File: config.mk
export PLATFORM = sky130hd
export DESIGN_NAME = link_spreader
export DESIGN_NICKNAME = d
export VERILOG_FILES = /design/src/rtl/link_spreader_pkg.sv /design/src/rtl/rr_pointer.sv /design/src/rtl/link_slot.sv /design/src/rtl/route_cam.sv /design/src/rtl/link_spreader.sv
export SDC_FILE = /design/constraint.sdc
export NUM_CORES = 1
export LEC_CHECK = 0
export BUFFER_PORTS_ARGS = -buffer_cell sky130_fd_sc_hd__buf_2
export CAP_MARGIN = 15
export CELL_PAD_IN_SITES_DETAIL_PLACEMENT = 0
export CELL_PAD_IN_SITES_GLOBAL_PLACEMENT = 1
export CORE_ASPECT_RATIO = 0.9
export CORE_UTILIZATION = 38
export DETAILED_ROUTE_END_ITERATION = 12
export PLACE_DENSITY_LB_ADDON = 0.1
export SLEW_MARGIN = 20
export SYNTH_ARGS = -nofsm -noshare
export SYNTH_HDL_FRONTEND = slang
export SYNTH_SLANG_ARGS = --single-unit
File: constraint.sdc
create_clock -name clk -period 2.5 [get_ports clk]
set_input_delay 0.125 -clock clk [delete_from_list [all_inputs] [get_ports clk]]
set_output_delay 0.125 -clock clk [all_outputs]
set_load 0.02 [all_outputs]
File: src/rtl/link_spreader_pkg.sv
package link_spreader_pkg;
    typedef enum logic [1:0] {
        L_FREE    = 2'd0,
        L_BACKOFF = 2'd1,
        L_XFER    = 2'd2
    } link_state_e;
endpackage

File: src/rtl/rr_pointer.sv
module rr_pointer #(
    parameter int N_LINKS = 4,
    localparam int IW = (N_LINKS > 1) ? $clog2(N_LINKS) : 1
) (
    input  logic          clk,
    input  logic          rst_n,
    input  logic          advance,
    output logic [IW-1:0] idx
);
    always_ff @(posedge clk) begin
        if (!rst_n) begin
            idx <= '0;
        end else if (advance) begin
            if (idx == IW'(N_LINKS - 1)) idx <= '0;
            else                         idx <= idx + IW'(1);
        end
    end
endmodule

File: src/rtl/link_slot.sv
module link_slot
    import link_spreader_pkg::*;
#(
    parameter int BUSY_W = 6,
    parameter int SIZE_W = 5,
    parameter int CNT_W  = 16
) (
    input  logic              clk,
    input  logic              rst_n,
    input  logic              offer,
    input  logic              sent,
    input  logic [BUSY_W-1:0] hold_load,
    input  logic [SIZE_W-1:0] eff_size,
    output logic              avail,
    output logic [CNT_W-1:0]  pkt_cnt,
    output logic [CNT_W-1:0]  byte_cnt
);
    link_state_e       st, st_nxt;
    logic [BUSY_W-1:0] cnt, cnt_nxt;

    always_ff @(posedge clk) begin
        if (!rst_n) begin
            st  <= L_FREE;
            cnt <= '0;
        end else begin
            st  <= st_nxt;
            cnt <= cnt_nxt;
        end
    end

    always_comb begin
        st_nxt  = st;
        cnt_nxt = cnt;
        unique case (st)
            L_FREE: begin
                if (sent) begin
                    st_nxt  = L_XFER;
                    cnt_nxt = hold_load;
                end else if (offer) begin
                    st_nxt  = L_BACKOFF;
                end
            end
            L_BACKOFF: st_nxt = L_FREE;
            L_XFER: begin
                if (cnt <= BUSY_W'(1)) begin
                    st_nxt  = L_FREE;
                    cnt_nxt = '0;
                end else begin
                    cnt_nxt = cnt - BUSY_W'(1);
                end
            end
            default: st_nxt = L_FREE;
        endcase
    end

    always_comb avail = (st == L_FREE);

    always_ff @(posedge clk) begin
        if (!rst_n) begin
            pkt_cnt  <= '0;
            byte_cnt <= '0;
        end else if (sent) begin
            pkt_cnt  <= pkt_cnt + CNT_W'(1);
            byte_cnt <= byte_cnt + CNT_W'(eff_size);
        end
    end
endmodule

File: src/rtl/route_cam.sv
module route_cam #(
    parameter int ID_W  = 4,
    parameter int DEPTH = 4,
    localparam int SLOT_W = (DEPTH > 1) ? $clog2(DEPTH) : 1
) (
    input  logic            clk,
    input  logic            rst_n,
    input  logic            rec_en,
    input  logic [ID_W-1:0] rec_id,
    input  logic            rsp_valid,
    input  logic [ID_W-1:0] rsp_id,
    output logic            rsp_hit,
    output logic            err_dup,
    output logic            err_full
);
    logic [DEPTH-1:0]  vld;
    logic [ID_W-1:0]   ids [DEPTH];
    logic [DEPTH-1:0]  rsp_match, rec_match;
    logic [SLOT_W-1:0] slot;
    logic              found, dup, full, do_rec;

    always_comb begin
        for (int i = 0; i < DEPTH; i++) begin
            rsp_match[i] = vld[i] && (ids[i] == rsp_id);
            rec_match[i] = vld[i] && (ids[i] == rec_id);
        end
    end

    always_comb begin
        slot  = '0;
        found = 1'b0;
        for (int i = 0; i < DEPTH; i++) begin
            if (!vld[i] && !found) begin
                slot  = SLOT_W'(i);
                found = 1'b1;
            end
        end
    end

    assign rsp_hit = rsp_valid && (|rsp_match);
    assign dup     = |rec_match;
    assign full    = &vld;
    assign do_rec  = rec_en && !dup && !full;

    always_ff @(posedge clk) begin
        if (!rst_n) begin
            vld      <= '0;
            err_dup  <= 1'b0;
            err_full <= 1'b0;
            for (int i = 0; i < DEPTH; i++) ids[i] <= '0;
        end else begin
            err_dup  <= rec_en && dup;
            err_full <= rec_en && !dup && full;
            for (int i = 0; i < DEPTH; i++) begin
                if (rsp_valid && rsp_match[i]) vld[i] <= 1'b0;
            end
            if (do_rec) begin
                vld[slot] <= 1'b1;
                ids[slot] <= rec_id;
            end
        end
    end
endmodule

File: src/rtl/link_spreader.sv
module link_spreader #(
    parameter int N_LINKS  = 4,
    parameter int ID_W     = 4,
    parameter int SIZE_W   = 6,
    parameter int LINK_BPC = 4,
    parameter int RT_DEPTH = 4,
    parameter int CNT_W    = 16
) (
    input  logic                     clk,
    input  logic                     rst_n,
    input  logic                     up_valid,
    output logic                     up_ready,
    input  logic [ID_W-1:0]          up_id,
    input  logic                     up_has_data,
    input  logic [SIZE_W-1:0]        up_size,
    input  logic                     up_needs_rsp,
    input  logic                     up_other_resp,
    output logic [N_LINKS-1:0]       dn_valid,
    input  logic [N_LINKS-1:0]       dn_ready,
    output logic [ID_W-1:0]          dn_id,
    output logic [SIZE_W-1:0]        dn_size,
    input  logic                     rsp_valid,
    input  logic [ID_W-1:0]          rsp_id,
    output logic                     rsp_hit,
    output logic                     err_dup,
    output logic                     err_full,
    output logic [N_LINKS*CNT_W-1:0] pkt_cnt,
    output logic [N_LINKS*CNT_W-1:0] byte_cnt
);
    localparam int IW     = (N_LINKS > 1) ? $clog2(N_LINKS) : 1;
    localparam int BUSY_W = SIZE_W + 1;

    logic [IW-1:0]      rr_idx;
    logic [N_LINKS-1:0] avail;
    logic               tgt_free, rec_en;
    logic [SIZE_W-1:0]  eff_size;
    logic [BUSY_W-1:0]  beats, hold_load;

    rr_pointer #(.N_LINKS(N_LINKS)) u_ptr (
        .clk     (clk),
        .rst_n   (rst_n),
        .advance (up_valid),
        .idx     (rr_idx)
    );

    always_comb begin
        eff_size  = up_has_data ? up_size : '0;
        beats     = (BUSY_W'(eff_size) + BUSY_W'(LINK_BPC - 1)) / BUSY_W'(LINK_BPC);
        hold_load = beats + BUSY_W'(1);
        tgt_free  = avail[rr_idx];
        dn_valid  = '0;
        if (up_valid && tgt_free) dn_valid[rr_idx] = 1'b1;
        up_ready  = up_valid && tgt_free && dn_ready[rr_idx];
        dn_id     = up_id;
        dn_size   = eff_size;
        rec_en    = up_ready && up_needs_rsp && !up_other_resp;
    end

    for (genvar l = 0; l < N_LINKS; l++) begin : g_link
        link_slot #(
            .BUSY_W (BUSY_W),
            .SIZE_W (SIZE_W),
            .CNT_W  (CNT_W)
        ) u_slot (
            .clk       (clk),
            .rst_n     (rst_n),
            .offer     (dn_valid[l]),
            .sent      (dn_valid[l] && dn_ready[l]),
            .hold_load (hold_load),
            .eff_size  (eff_size),
            .avail     (avail[l]),
            .pkt_cnt   (pkt_cnt[l*CNT_W +: CNT_W]),
            .byte_cnt  (byte_cnt[l*CNT_W +: CNT_W])
        );
    end

    route_cam #(.ID_W(ID_W), .DEPTH(RT_DEPTH)) u_cam (
        .clk       (clk),
        .rst_n     (rst_n),
        .rec_en    (rec_en),
        .rec_id    (up_id),
        .rsp_valid (rsp_valid),
        .rsp_id    (rsp_id),
        .rsp_hit   (rsp_hit),
        .err_dup   (err_dup),
        .err_full  (err_full)
    );
endmodule

# Word level (Yosys, flattened, before mapping)
# Memories as Yosys holds them, arrays and structs flattened.
# Index checks and enable logic that the tools add are counted.
# op_classes
eq_ne	25
n_bitwise	1
order_cmp	8
n_addsub	15
muxes	61
n_reduce_logical	58
# ops
operator	count
$add 16x1->16 const B	4
$add 16x6->16	4
$mux 7	8
$pmux 7 s2	4
$eq 4x4->1	8
$mux 2	16
$logic_and 1x1->1	30
$le 7x1->1 const B	4
$sub 7x1->7 const B	4
$mux 1	21
$ne 2x1->1 const B	8
$pmux 2 s2	4
$reduce_and 2->1	8
$mux 4	3
$ne 3x2->1 const B	4
$reduce_or 4->1	3
$eq 2x2->1 const B	5
$logic_not 1->1	8
$logic_not 2->1	4
$reduce_bool 2->1	4
$add 6x2->7 const B	1
$add 5x1->6 const B	1
$lt 2x3->1 const B	2
$mux 6	1
other kinds (6)	9
# word_totals
mem_bits_rw	16
word_cells	189
in_bits	25
output_inout_bits	146
n_memories	1
regBits	172
# memory_table
name	depth	width	read_ports	rd_ports_with_merged_regs	write_ports	line	source
u_cam.ids	4	4	4	0	4	route_cam.sv:17	logic [ID_W-1:0] ids [DEPTH];

# Longest topological paths before layout
# logic_depth
ltp_word	15
depth_mapped	11
depth_no_buf	10

# By module
# Synthesis repeated with hierarchy kept, for this count alone.
# unflattened
cells_unflattened	1203
area_unflattened_um2	10627.7
# by_module_without_submodules
mod	instances	area_each_um2	cells_each	seq_area_each_um2
link_slot at g_link[0].u_slot ...	3	2204.6	258	820.8
link_slot at g_link[3].u_slot	1	2168.3	243	820.8
route_cam	1	1387.6	127	600.6
link_spreader	1	362.8	51	0.0
rr_pointer	1	95.1	8	40.0

# Worst setup path before layout
# Ideal clock, no wire load.
# synth_path
path_type	input-to-reg
from	input port up_has_data
to	register g_link[3].u_slot.byte_cnt[15]
required_ps	2430
arrival_ps	2631
n_path_buf	1
setup_ps	70
path_stages	10
setup_slack_ps	-202
cell_sequence	clkbuf_1 nand2_1 inv_1 ha_1 a21o_1 a21o_1 a2111oi_0 nor3_1 a31o_2 a21oi_1
# synth_via
elab_chain_len	2
# synth_lines
element	line	source
start, declared	link_spreader.sv:14	input logic up_has_data,
$mux 6	link_spreader.sv:47	eff_size = up_has_data ? up_size : '0;
net dn_size[1]	link_spreader.sv:21	output logic [SIZE_W-1:0] dn_size,
$add 16x6->16	link_slot.sv:64	byte_cnt <= byte_cnt + CNT_W'(eff_size);
end signal, assigned	link_slot.sv:64	
end, declared	link_slot.sv:16	output logic [CNT_W-1:0] byte_cnt
# The timed path passes the listed nets, and every way through them passes these cells.
# A chain may end at the register's enable or synchronous reset.

# Worst setup path after layout
# layout_path
from	register u_ptr.idx[0]
to	output port dn_valid[0]
# layout_via
elab_chain_len	5
elab_cells_between_ends	9
cone_classes	order compare (2); mux (5); reduce/logical (2)
# layout_lines
element	line	source
start, declared	rr_pointer.sv:8	output logic [IW-1:0] idx
start signal, assigned	rr_pointer.sv:15	else idx <= idx + IW'(1);
$lt 2x3->1 (not written as such) or $ge 2x1->1 (tied branches)	link_spreader.sv:52	if (up_valid && tgt_free) dn_valid[rr_idx] = 1'b1;
$logic_and 1x1->1 (not written as such)	link_spreader.sv:52	
$mux 1 (not written as such)	link_spreader.sv:52	
$demux 1 s2	link_spreader.sv:52	
$mux 4 *	link_spreader.sv:52	
end, declared	link_spreader.sv:18	output logic [N_LINKS-1:0] dn_valid,
# Every way passes the cells marked *; elsewhere a longest branch is shown, timed or not. The select of a mux whose other input is x is not followed.

==> impl_results.md <==
* Worst setup EP type: output port
* Synth Flop Type: dfxtp_1
* Share of the synthesized area in the top cell type at 0.343
* Row count at 56
* Die width at 173 um
* Yosys reg bits at 188
* PwrDens at 537 nW/um2
* Synth cell types at 66
* Fin area at 12300 um2
* Final count of pins violating max slew at 0
* Synth top cells by count: dfxtp_1, nor2_1, nand2_1, a21oi_1, xnor2_1
* Worst slew margin at 0.586
* PnR worst setup slack at 173 ps
* Final setup vio count at 0
* Leading area contributor after synthesis: dfxtp_1
* Initial DRC count at 587
* Max Clk Rate at 0.430 GHz
* Starting Density at 0.386
* GRT Residual Overflow at 0
* Residual DRC at 0
* Vias at 9045
* Routed WL at 28400 um
* Unrepaired setup endpoints after global routing: false
* Final Hold Slack at 30.6 ps
* Most frequent cell after synthesis: dfxtp_1
* Clk sinks at 188
* Sequential fraction of the synthesis area at 0.391
* Vias in the first global route at 8553
* Die area at 27100 um2
* Startpoint types: register
* Fillers at 2637
* Kind of critical path: reg -> out
* Clock buffer count from CTS at 17
* Root Driver: clkbuf_16
* Fin crit period at 2330 ps
* CP max FO at 7
* HP Class: in -> reg
* WL/cell at 16.1 um
* Worst EP arrival at 2200 ps
* Clk slew on worst S/H paths at 70 ps
* Boundary Pins at 171
* Clock buffer depth at 2
* Setup slack at placement at 11.2 ps
* Worst Skew at 24.6 ps
* Ys async rst share at 0
* Post-synth EDFFs at 16
* Vias/cell at 5.14
* Final worst-path cycle share at 0.931
* GPL Wtd Cong at 0.846
* Initial antenna violation count at 1
* Hold Violations, Final at 0
* Drt pass-1 iters at 5
* Die height at 156 um
* Status: finished, final reports clean
* Clock latency at the later pin of the worst-skew pair at 440 ps
* Worst-case vdd ir drop at 0.360 mV
* ANT nets after route at 0
* Ratio of cells with drive above 1 in the final layout at 0.206
* Synth warn at 0
* Leak at 5.09 nW
* Slew @ Worst Pin at 613 ps
* # nets final at 1469
* Detailed Place HPWL at 20700 um
* Post-Syn Instances at 1192
* Largest net degree at the start of global routing at 54
* First-pass GRT wire length at 45300 um
* Cell Area, Placed at 11600 um2
* GRT Overall Usage at 0.209
* CTS tree: yes
* CTS H-tree lvls at 4
* Syn-to-layout area delta at 22.6%
* Cell Area, Synth at 10000 um2
* Area of the core at 26000 um2
* Mean Syn Cell Area at 8.42 um2
* Largest cells by area after synthesis: dfxtp_1, xnor2_1, ha_1, nor2_1, edfxtp_1
* Crit path required time at 2380 ps
* Maxcap violations at 0
* Port Buffers at 170
* Syn_nets at 1262
-- flip-flops by register name (all words and copies together) (netlist names) --
name and count:
u_cam.ids 16, u_cam.err_full 1, g_link.u_slot.pkt_cnt 64, g_link.u_slot.byte_cnt 64, g_link.u_slot.st 8, g_link.u_slot.cnt 28
u_ptr.idx 2, u_cam.vld 4, u_cam.err_dup 1
-- what timing repair did --
action,CTS,global route
endpoints found under the hold margin,7,0
gates resized for setup,0,6
buffers inserted,3,0
hold buffers,5,0
pin swaps,0,1
cloned,0,0
endpoints found under the setup margin,1,16
-- final cells by class --
cell class	instances	area, um2	share of cell area
sequential	188	3920	0.319
inverter	51	194	0.0158
multi-input combinational	901	5720	0.466
antenna	1	2.50	0.000204
clock inverter	13	124	0.0101
timing repair buffer	240	1440	0.117
tap	348	435	0.0354
clock buffer	19	453	0.0368
-- worst max-delay path: stages (launching register included) --
cell	delay (ps)
dfxtp_1	310
inv_1	170
mux4_2	580
nand2_1	280
buf_4	230
nor2_1	50
buf_2	160
-- power breakdown --
group          leakage [nW]  switching (mW)  internal (mW)
clock network         0.288            1.34           1.38
logic                  3.25           0.462          0.291
registers              1.55          0.0520           3.08
total                  5.09            1.85           4.75
-- logic make-up after synthesis --
group,after synthesis,synth area share
buffers and inverters,103,0.0420
XOR/XNOR,126,0.110
multiplexers,9,0.0127
AO/OA/AOI/OAI,228,0.143
flip-flops,188,0.391
adder cells (fa/ha/maj),46,0.0601
AND/OR/NAND/NOR,492,0.240
-- worst paths after layout --
kind                                   startpoint                                    endpoint  slack [ps]  cells past startpoint
max                     u_ptr.idx[0]$_SDFFE_PN0P_                                 dn_valid[0]         170                      6
min                                 up_other_resp                    u_cam.err_dup$_SDFF_PN0_          30                      3
max reg2reg   g_link[0].u_slot.st[0]$_SDFFE_PN0P_  g_link[1].u_slot.byte_cnt[13]$_SDFFE_PN0P_         190                      6
min reg2reg  g_link[3].u_slot.cnt[6]$_SDFFE_PN0P_        g_link[3].u_slot.cnt[6]$_SDFFE_PN0P_         470                      1
-- metrics by stage --
stage / setup TNS [ps] / util / total power, mW / cells
final: 0 / 0.473 / 6.60 / 1761
after global placement: 0 / 0.447 / 3.94 / 1720
after global routing: 0 / 0.473 / 6.89 / 1760
after detailed placement: 0 / 0.447 / 3.94 / 1720
after floorplan: -8.90 / - / 3.66 / 1192
after CTS: 0 / 0.472 / 6.69 / 1760
-- layout by cell type (no fill, tap or decap), types with 31 or more instances in the layout --
| master | synthesis | routed |
|---|---|---|
| xor2_1 | 51 | 51 |
| nand3_1 | 32 | 31 |
| nand2_1 | 120 | 120 |
| buf_4 | 8 | 61 |
| a21oi_1 | 82 | 82 |
| nand4_1 | 34 | 34 |
| o21ai_0 | 45 | 44 |
| dfxtp_1 | 172 | 172 |
| nor2_1 | 132 | 131 |
| buf_2 | 4 | 170 |
| nor3_1 | 43 | 41 |
| xnor2_1 | 75 | 75 |
| ha_1 | 41 | 41 |
| inv_1 | 50 | 48 |
-- metal layers --
metal	vias up	GRT usage	wire length, um
met5	-	0	0
met2	167	0.335	12700
met4	0	0.0527	323
met3	23	0.0465	1290
met1	4230	0.284	14000
li1	4625	-	-
(Power assumes the default switching activity.)
